<file path="src/rtl/nio_pkg.sv">
package nio_pkg;
  localparam int NIB_W = 4;

  typedef enum logic {
    SRC_ACC = 1'b0,
    SRC_B   = 1'b1
  } nio_src_e;
endpackage

</file>
<file path="src/rtl/nio_rst_sync.sv">
module nio_rst_sync #(
  parameter int STAGES = 2
) (
  input  logic clk,
  input  logic rst_n,
  output logic rst_sync_n
);
  logic [STAGES-1:0] sync_q;

  always_ff @(posedge clk or negedge rst_n) begin
    if (!rst_n) sync_q <= '0;
    else        sync_q <= {sync_q[STAGES-2:0], 1'b1};
  end

  assign rst_sync_n = sync_q[STAGES-1];
endmodule

</file>
<file path="src/rtl/nio_chan_reg.sv">
module nio_chan_reg #(
  parameter int          W       = 4,
  parameter logic [W-1:0] RST_VAL = '1
) (
  input  logic         clk,
  input  logic         rst_n,
  input  logic         wr_hit,
  input  logic [W-1:0] wr_data,
  input  logic         pat_hit,
  input  logic [W-1:0] pat_data,
  output logic [W-1:0] q
);
  logic [W-1:0] q_nxt;
  logic         q_en;

  always_comb begin
    q_en  = pat_hit | wr_hit;
    q_nxt = pat_hit ? pat_data : wr_data;
  end

  always_ff @(posedge clk or negedge rst_n) begin
    if (!rst_n)    q <= RST_VAL;
    else if (q_en) q <= q_nxt;
  end
endmodule

</file>
<file path="src/rtl/nio_rd_port.sv">
module nio_rd_port
  import nio_pkg::*;
#(
  parameter int NCH  = 4,
  parameter int W    = 4,
  parameter int SELW = 2
) (
  input  logic            clk,
  input  logic            rst_n,
  input  logic            rd_en,
  input  logic [SELW-1:0] rd_sel,
  input  nio_src_e        rd_dst,
  input  logic [NCH*W-1:0] pin_level,
  output logic            acc_ld_en,
  output logic            b_ld_en,
  output logic [W-1:0]    ld_data
);
  logic         acc_nxt, b_nxt, data_en;
  logic [W-1:0] data_nxt;

  always_comb begin
    acc_nxt  = rd_en && (rd_dst == SRC_ACC);
    b_nxt    = rd_en && (rd_dst == SRC_B);
    data_en  = rd_en;
    data_nxt = pin_level[rd_sel*W +: W];
  end

  always_ff @(posedge clk or negedge rst_n) begin
    if (!rst_n) begin
      acc_ld_en <= 1'b0;
      b_ld_en   <= 1'b0;
    end else begin
      acc_ld_en <= acc_nxt;
      b_ld_en   <= b_nxt;
    end
  end

  always_ff @(posedge clk or negedge rst_n) begin
    if (!rst_n)       ld_data <= '0;
    else if (data_en) ld_data <= data_nxt;
  end
endmodule

</file>
<file path="src/rtl/nio_bank.sv">
module nio_bank
  import nio_pkg::*;
#(
  parameter int NCH    = 4,
  parameter int W      = NIB_W,
  parameter int PAT_LO = 2
) (
  input  logic                  clk,
  input  logic                  rst_n,
  input  logic                  wr_en,
  input  logic [1:0]            wr_sel,
  input  logic                  wr_src,
  input  logic [W-1:0]          acc_in,
  input  logic [W-1:0]          b_in,
  input  logic                  pat_en,
  input  logic [(NCH-PAT_LO)*W-1:0] pat_word,
  input  logic                  rd_en,
  input  logic [1:0]            rd_sel,
  input  logic                  rd_dst,
  input  logic [NCH*W-1:0]      ext_drive,
  output logic [NCH*W-1:0]      pin_level,
  output logic                  acc_ld_en,
  output logic                  b_ld_en,
  output logic [W-1:0]          ld_data
);
  localparam int SELW = (NCH > 1) ? $clog2(NCH) : 1;

  logic                  rst_sync_n;
  logic [NCH-1:0][W-1:0] chan_q;
  logic [W-1:0]          wr_data;

  nio_rst_sync #(.STAGES(2)) u_rst (
    .clk(clk), .rst_n(rst_n), .rst_sync_n(rst_sync_n)
  );

  always_comb begin
    wr_data = (nio_src_e'(wr_src) == SRC_B) ? b_in : acc_in;
  end

  for (genvar ch = 0; ch < NCH; ch++) begin : g_chan
    logic         wr_hit;
    logic         pat_hit;
    logic [W-1:0] pat_data;

    always_comb wr_hit = wr_en && (wr_sel[SELW-1:0] == SELW'(ch));

    if (ch >= PAT_LO) begin : g_pat
      always_comb begin
        pat_hit  = pat_en;
        pat_data = pat_word[(ch-PAT_LO)*W +: W];
      end
    end else begin : g_nopat
      always_comb begin
        pat_hit  = 1'b0;
        pat_data = '0;
      end
    end

    nio_chan_reg #(.W(W), .RST_VAL('1)) u_reg (
      .clk     (clk),
      .rst_n   (rst_sync_n),
      .wr_hit  (wr_hit),
      .wr_data (wr_data),
      .pat_hit (pat_hit),
      .pat_data(pat_data),
      .q       (chan_q[ch])
    );

    always_comb pin_level[ch*W +: W] = chan_q[ch] & ext_drive[ch*W +: W];
  end

  nio_rd_port #(.NCH(NCH), .W(W), .SELW(SELW)) u_rd (
    .clk      (clk),
    .rst_n    (rst_sync_n),
    .rd_en    (rd_en),
    .rd_sel   (rd_sel[SELW-1:0]),
    .rd_dst   (nio_src_e'(rd_dst)),
    .pin_level(pin_level),
    .acc_ld_en(acc_ld_en),
    .b_ld_en  (b_ld_en),
    .ld_data  (ld_data)
  );
endmodule

</file>
<file path="config.mk">
export PLATFORM = sky130hd
export DESIGN_NAME = nio_bank
export DESIGN_NICKNAME = d
export VERILOG_FILES = /design/src/rtl/nio_pkg.sv /design/src/rtl/nio_rst_sync.sv /design/src/rtl/nio_chan_reg.sv /design/src/rtl/nio_rd_port.sv /design/src/rtl/nio_bank.sv
export SDC_FILE = /design/constraint.sdc
export NUM_CORES = 1
export LEC_CHECK = 0
export ABC_AREA = 1
export BUFFER_PORTS_ARGS = -buffer_cell sky130_fd_sc_hd__buf_2
export CAP_MARGIN = 20
export CELL_PAD_IN_SITES_DETAIL_PLACEMENT = 1
export CELL_PAD_IN_SITES_GLOBAL_PLACEMENT = 2
export CORE_ASPECT_RATIO = 1.5
export CORE_UTILIZATION = 25
export DETAILED_ROUTE_END_ITERATION = 10
export MAX_ROUTING_LAYER = met4
export PLACE_DENSITY_LB_ADDON = 0.1
export SETUP_SLACK_MARGIN = 0.15
export SLEW_MARGIN = 20
export SYNTH_ARGS = -nofsm -noshare
export SYNTH_HDL_FRONTEND = slang
export SYNTH_HIERARCHICAL = 1
export SYNTH_SLANG_ARGS = --single-unit
</file>
<file path="constraint.sdc">
create_clock -name clk -period 1.1 [get_ports clk]
set_input_delay 0.11 -clock clk [delete_from_list [all_inputs] [get_ports clk]]
set_output_delay 0.11 -clock clk [all_outputs]
set_load 0.02 [all_outputs]
</file>
==> impl_metrics.csv, run 1 <==
group,metric,value,unit
die,num_rows,32,
yosys,ys_warn_count,6,
yosys,syn_inst,214,
power,p_int,0.00183,W
yosys,yosysSeqAreaShare,0.445,
final_layout,final_nets,362,
routing,wire_per_inst,11.7,µm
clock_tree,numCtsBuffers,3,
timing,maxSlewViolCount,0,
grt,grt_pass1_wl,7.62,mm
clock_tree,path_clk_slew,0.09,ns
die,ios,65,
die,start_util,0.266,
final_layout,drive_gt1_frac,0.472,
routing,top_layer_used,"met4",
grt,grt_pass1_vias,1702,
yosys,netlist_area,1390,µm²
worst_setup_path,critPathMaxFanout,2,
yosys,synthArstFlopShare,1.00,
grt,track_usage,0.174,
power,p_sw,0.000764,W
worst_setup_path,cp_data_required_time,0.99,ns
worst_setup_path,crit_arrival,1.06,ns
grt,grt-ovfl-total,0,
yosys,netlist_top_cells_count,"nand2_1, nand3_1, inv_1, dfstp_2, nor2_1",
yosys,synth.top_cell.area_share,0.302,
placed_design,io_buffer_count,64,
clock_tree,cts.path.max_buffers,2,
routing,met2_length,2.59,mm
yosys,synth_edf_count,0,
timing,rsz0062_at_grt,"true",
routing,met3WireLength,151,µm
job,drv_cap,0,
routing,vias,1620,
yosys,syn_avg_cell_area,6.51,µm²
final_layout,nFillCells,693,
clock_tree,tritoncts,"yes",
timing,hold_violations,0,
power,pwr-share-comb,0.282,
worst_setup_path,cp_slowest_cell,"dfstp_2",
worst_setup_path,cp-start-kind,"flip-flop",
placed_design,dp_hpwl,3.65,mm
grt,grt_max_degree,15,
placed_design,gp_congestion,0.814,
final_layout,syn2layout_area_growth,63.1,%
yosys,yosysTopAreaCell,"dfstp_2",
final_layout,regArea,621,µm²
timing,fin_crit,1.17,ns
placed_design,place_area,1900,µm²
power,p_clk_frac,0.307,
routing,wl_met1,1.71,mm
timing,fin_ws,-0.0749,ns
clock_tree,root_buffer,"clkbuf_8",
final_layout,multi_input_area,734,µm²
routing,drc_errors,0,
timing,max_freq,851,MHz
min_path,hp-class,"primary input to flip-flop",
timing,finalClockSkew,0.00254,ns
worst_setup_path,critical-path-max-stage-delay,0.55,ns
die,fp.dieH,93.5,µm
die,core_area,5250,µm²
routing,ant_nets,0,
yosys,ys_seq_elements,24,
timing,fin_crit_sh,1.07,
final_layout,final_area,2270,µm²
die,dieWidth,63.0,µm
timing,worst_hold_slack,0.0436,ns
status,status,"complete, but fails checks",
worst_setup_path,crit_family,"flip-flops",
die,die_area,5880,µm²
yosys,yosys.cell_count.top_type,"nand2_1",
power,leakage,1.28,nW
routing,first_iter_violations,62,
timing,final-setup-viol-count,19,
clock_tree,cts_sinks,24,
yosys,yosys-top-cells-area,"dfstp_2, nand2_1, dfrtp_1",
routing,drt-total-wl,4.51,mm
status,violations,"negative setup slack",
yosys,ys.flop_type,"dfstp_2",
final_layout,diodes,0,
clock_tree,htree_levels,1,
clock_tree,clk_latency,0.27,ns
worst_setup_path,cp-end-kind,"primary output",
power,sw_frac_of_total,0.294,
yosys,synthDistinctLibCells,10,
routing,vias_per_cell,4.20,
grt,antenna_found_initial,0,
worst_setup_path,crit_type,"flip-flop to primary output",
worst_setup_path,crit_path_cell_trace,"nand2_2 -> inv_2 -> buf_6",
routing,drt_first_pass_iters,4,
power,p_seq_frac,0.411,
power,power_density,1140,nW/µm²
power,power,0.00260,W
power,peakVddDrop,0.413,mV
worst_setup_path,worst-path-buf-inv,2,
[routing by layer]
metal  GRT usage  vias up
li1            -      825
met1       0.185      759
met2       0.327       32
met3      0.0207        4
met4      0.0581        0
met5           -        -
[tightest hold or removal path, cell delays in order]
cell and delay [ns]:
buf_2 0.09, nand2_1 0.05, nand3_1 0.07
[per-stage QoR]
stage / TNS, ns / setup slack [ns] / utilization / cells
2_1_floorplan: 0 / 0.0912 / - / 233
3_3_place_gp: 0 / 0.0630 / 0.362 / 369
3_5_place_dp: 0 / 0.0525 / 0.362 / 369
4_1_cts: -1.02 / -0.0776 / 0.420 / 384
5_1_grt: -1.86 / -0.118 / 0.433 / 386
6_report: -0.906 / -0.0749 / 0.433 / 386
[flip-flops by register name, summed over array words and instances, names as in the netlist]
signal and flops:
g_chan.u_reg/q 16, u_rd/acc_ld_en 1, u_rd/b_ld_en 1, u_rd/ld_data 4, u_rst/sync_q 2
[final timing paths]
| kind | start | endpoint | depth (start not counted) | slack [ns] |
|---|---|---|---|---|
| setup / recovery | g_chan[2].u_reg/q[2] | pin_level[10] | 3 | -0.07 |
| hold / removal | pat_word[6] | g_chan[3].u_reg/q[2] | 3 | 0.04 |
| setup reg to reg | g_chan[2].u_reg/q[0] | u_rd/ld_data[0] | 9 | -0.03 |
| hold reg to reg | u_rst/sync_q[1] | u_rd/acc_ld_en | 1 | 0.23 |
| max in group asynchronous | u_rst/sync_q[1] | g_chan[3].u_reg/q[1] | 1 | 0.63 |
| min in group asynchronous | rst_n | u_rst/sync_q[1] | 2 | 0.15 |
[cell usage in the layout, fill, tap and decap left out, drive strengths merged]
cell          n
nor2          9
bufinv        1
nand3        40
nand2        95
conb         21
dfrtp         8
clkbuf        3
buf          80
dlygate4sd3   2
dfstp        16
inv          43
[cell type report]
class	instances	area share
inverters	43	0.0721
repair buffers	82	0.263
clock inverters	1	0.0132
flip-flops and latches	24	0.273
clock buffers	3	0.0182
multi-input cells	165	0.323
well taps	68	0.0374
[repair_timing]
item                                    in CTS  in global routing
gates resized for setup                     49                 19
pin swaps                                    9                 15
setup buffers                                9                  2
hold buffers                                 2                  0
endpoints found under the setup margin      20                 24
hold endpoints to repair                     3                  0
[logic make-up after synthesis]
logic type	Yosys count	share of synthesized area
AND/OR/NAND/NOR	144	0.424
other	2	0.00539
flip-flops	24	0.445
buffers and inverters	44	0.126
[power groups by stage]
stage | Combinational (W) | Sequential [W] | Clock [W]
after floorplan | 0.000305 | 0.00110 | 0
after global placement | 0.000569 | 0.00107 | 0
after detailed placement | 0.000575 | 0.00107 | 0
after CTS | 0.000695 | 0.00106 | 0.000824
after global routing | 0.000820 | 0.00108 | 0.000849
final | 0.000733 | 0.00107 | 0.000797
No activity file was read; power rests on OpenSTA's default activity.
==> run 2: changes to the inputs <==
- CTS_BUF_LIST: default -> sky130_fd_sc_hd__clkbuf_16
==> run 2 against run 1 <==
The run still ends with negative setup slack left. Critical endpoint unchanged. Sequential cell count unchanged. Via count decreased by 1.7%. Routed wire length increased by 0.51%. Clock skew decreased by 0.0012 ns. Power increased by 8.1%. Die area unchanged. Combinational power decreased by 7.0%. Fmax increased by 1.4%. Worst setup slack improved by 0.016 ns. Sequential share of layout area increased by 0.66 points.
==> impl_metrics.csv, run 2 (synthesis gave the netlist of run 1 again) <==
group,metric,value,unit
status,status,"complete, but fails checks",
status,violations,"negative setup slack",
placed_design,dp_hpwl,3.65,mm
timing,finalClockSkew,0.00135,ns
final_layout,largest-register,"g_chan.u_reg/q",
grt,grt_max_degree,15,
grt,grt-ovfl-total,0,
worst_setup_path,crit_arrival,1.05,ns
grt,track_usage,0.177,
placed_design,gp_congestion,0.814,
power,power_density,1270,nW/µm²
routing,vias,1592,
power,p_seq_frac,0.379,
job,drv_cap,0,
worst_setup_path,critical-path-max-stage-delay,0.54,ns
power,sw_frac_of_total,0.280,
power,peakVddDrop,0.500,mV
clock_tree,tritoncts,"yes",
final_layout,utilization,0.423,
power,power,0.00281,W
final_layout,final_cell_mix,"nand2_1, buf_2, nand3_1",
worst_setup_path,worst-path-buf-inv,2,
routing,drt-total-wl,4.53,mm
timing,final-setup-viol-count,16,
die,die_area,5880,µm²
routing,wire_per_inst,12.0,µm
final_layout,final_nets,354,
final_layout,largestRegisters,"g_chan.u_reg/q x16, u_rd/ld_data x4, u_rst/sync_q x2",
min_path,hp-class,"primary input to flip-flop",
grt,grt_pass1_vias,1680,
power,p_int,0.00202,W
worst_setup_path,critPathMaxFanout,2,
timing,fin_crit,1.16,ns
routing,drc_errors,0,
timing,tns,-0.589,ns
clock_tree,cts_sinks,24,
grt,grt_pass1_wl,7.62,mm
clock_tree,clk_latency,0.26,ns
clock_tree,cts.path.max_buffers,2,
routing,drt_first_pass_iters,4,
final_layout,nFillCells,705,
worst_setup_path,crit_path_cell_trace,"nand2_2 -> inv_2 -> buf_6",
worst_setup_path,crit_type,"flip-flop to primary output",
grt,antenna_found_initial,0,
worst_setup_path,cp-end-kind,"primary output",
timing,max_freq,863,MHz
clock_tree,htree_levels,1,
timing,rsz0062_at_grt,"true",
final_layout,largest_reg_flops,16,
die,fp.dieH,93.5,µm
worst_setup_path,cp_slowest_cell,"dfstp_2",
final_layout,diodes,0,
clock_tree,numCtsBuffers,3,
die,core_area,5250,µm²
final_layout,syn2layout_area_growth,59.2,%
worst_setup_path,cp_data_required_time,0.99,ns
timing,fin_ws,-0.0592,ns
die,start_util,0.266,
power,p_sw,0.000786,W
clock_tree,path_clk_slew,0.06,ns
power,leakage,1.25,nW
timing,fin_crit_sh,1.05,
clock_tree,root_buffer,"clkbuf_16",
worst_setup_path,crit_family,"flip-flops",
final_layout,drive_gt1_frac,0.474,
placed_design,io_buffer_count,64,
final_layout,layout_commonest_cell,"nand2_1",
timing,maxSlewViolCount,0,
routing,ant_nets,0,
placed_design,place_worst_setup_slack,0.0525,ns
routing,vias_per_cell,4.21,
worst_setup_path,cp-start-kind,"flip-flop",
die,ios,65,
power,pwr-share-comb,0.243,
routing,first_iter_violations,77,
die,dieWidth,63.0,µm
power,p_clk_frac,0.378,
die,num_rows,32,
timing,hold_violations,0,
[run 2: cell count changes in the layout (fill, tap and decap cells not counted)]
cell       change
buf_6          -6
buf_4          -5
inv_1          -4
inv_2          +4
buf_2          +3
clkbuf_16      +3
clkbuf_8       -3
nand2_1        -1
nand2_2        +1
[run 2: layer usage]
metal / vias up / wire length, µm / GRT usage
li1: 811 / - / -
met1: 743 / 1700 / 0.179
met2: 33 / 2610 / 0.335
met3: 5 / 147 / 0.0244
met4: 0 / 74 / 0.0698
met5: - / 0 / -
[run 2: worst paths after layout]
check / startpoint / endpoint / slack (ns) / cells past startpoint
max in group asynchronous: u_rst/sync_q[1] / g_chan[3].u_reg/q[2] / 0.64 / 1
worst max register to register: g_chan[0].u_reg/q[2] / u_rd/ld_data[2] / 0.01 / 9
min in group asynchronous: rst_n / u_rst/sync_q[0] / 0.17 / 2
worst min register to register: u_rst/sync_q[1] / u_rd/acc_ld_en / 0.22 / 1
worst min-delay path: pat_word[6] / g_chan[3].u_reg/q[2] / 0.06 / 3
worst max-delay path: g_chan[2].u_reg/q[2] / pin_level[10] / -0.06 / 3
[run 2: repair_timing]
action / 4_1_cts / 5_1_grt
hold buffers: 1 / 1
setup buffers: 3 / 0
endpoints found under the setup margin: 20 / 20
endpoints found under the hold margin: 2 / 1
pin swaps: 12 / 9
gates resized for setup: 52 / 12
[run 2: layout make-up]
class                      count  area, µm²  area share
clock buffer                   3       75.1      0.0338
clock inverter                 1       30.0      0.0135
inverter                      43        164      0.0738
multi-input combinational    165        737       0.332
sequential                    24        621       0.280
tap                           68       85.1      0.0383
timing repair buffer          74        508       0.229
[run 2: worst reg2reg max path, stage by stage (launching register included)]
cell,delay (ns)
dfstp_2,0.54
nand2_2,0.05
inv_2,0.06
buf_6,0.09
inv_2,0.02
nand2_1,0.04
nand3_1,0.06
nand2_1,0.06
nand2_1,0.05
nand2_1,0.05
[run 2: power by group through the flow]
| stage | sequential [W] | combinational [W] | clock [W] |
|---|---|---|---|
| floorplan | 0.00110 | 0.000305 | 0 |
| global placement | 0.00107 | 0.000569 | 0 |
| detailed placement | 0.00107 | 0.000575 | 0 |
| CTS | 0.00106 | 0.000674 | 0.00109 |
| global route | 0.00108 | 0.000764 | 0.00111 |
| finish | 0.00107 | 0.000682 | 0.00106 |
[run 2: per-stage QoR]
| step | instance area [µm²] | hold slack [ns] | instances |
|---|---|---|---|
| CTS | 2190 | 0.00564 | 377 |
| global route | 2220 | 0.0835 | 378 |
| detailed placement | 1900 | -0.100 | 369 |
| floorplan | 1470 | -0.186 | 233 |
| global placement | 1900 | -0.105 | 369 |
| finish | 2220 | 0.0584 | 378 |
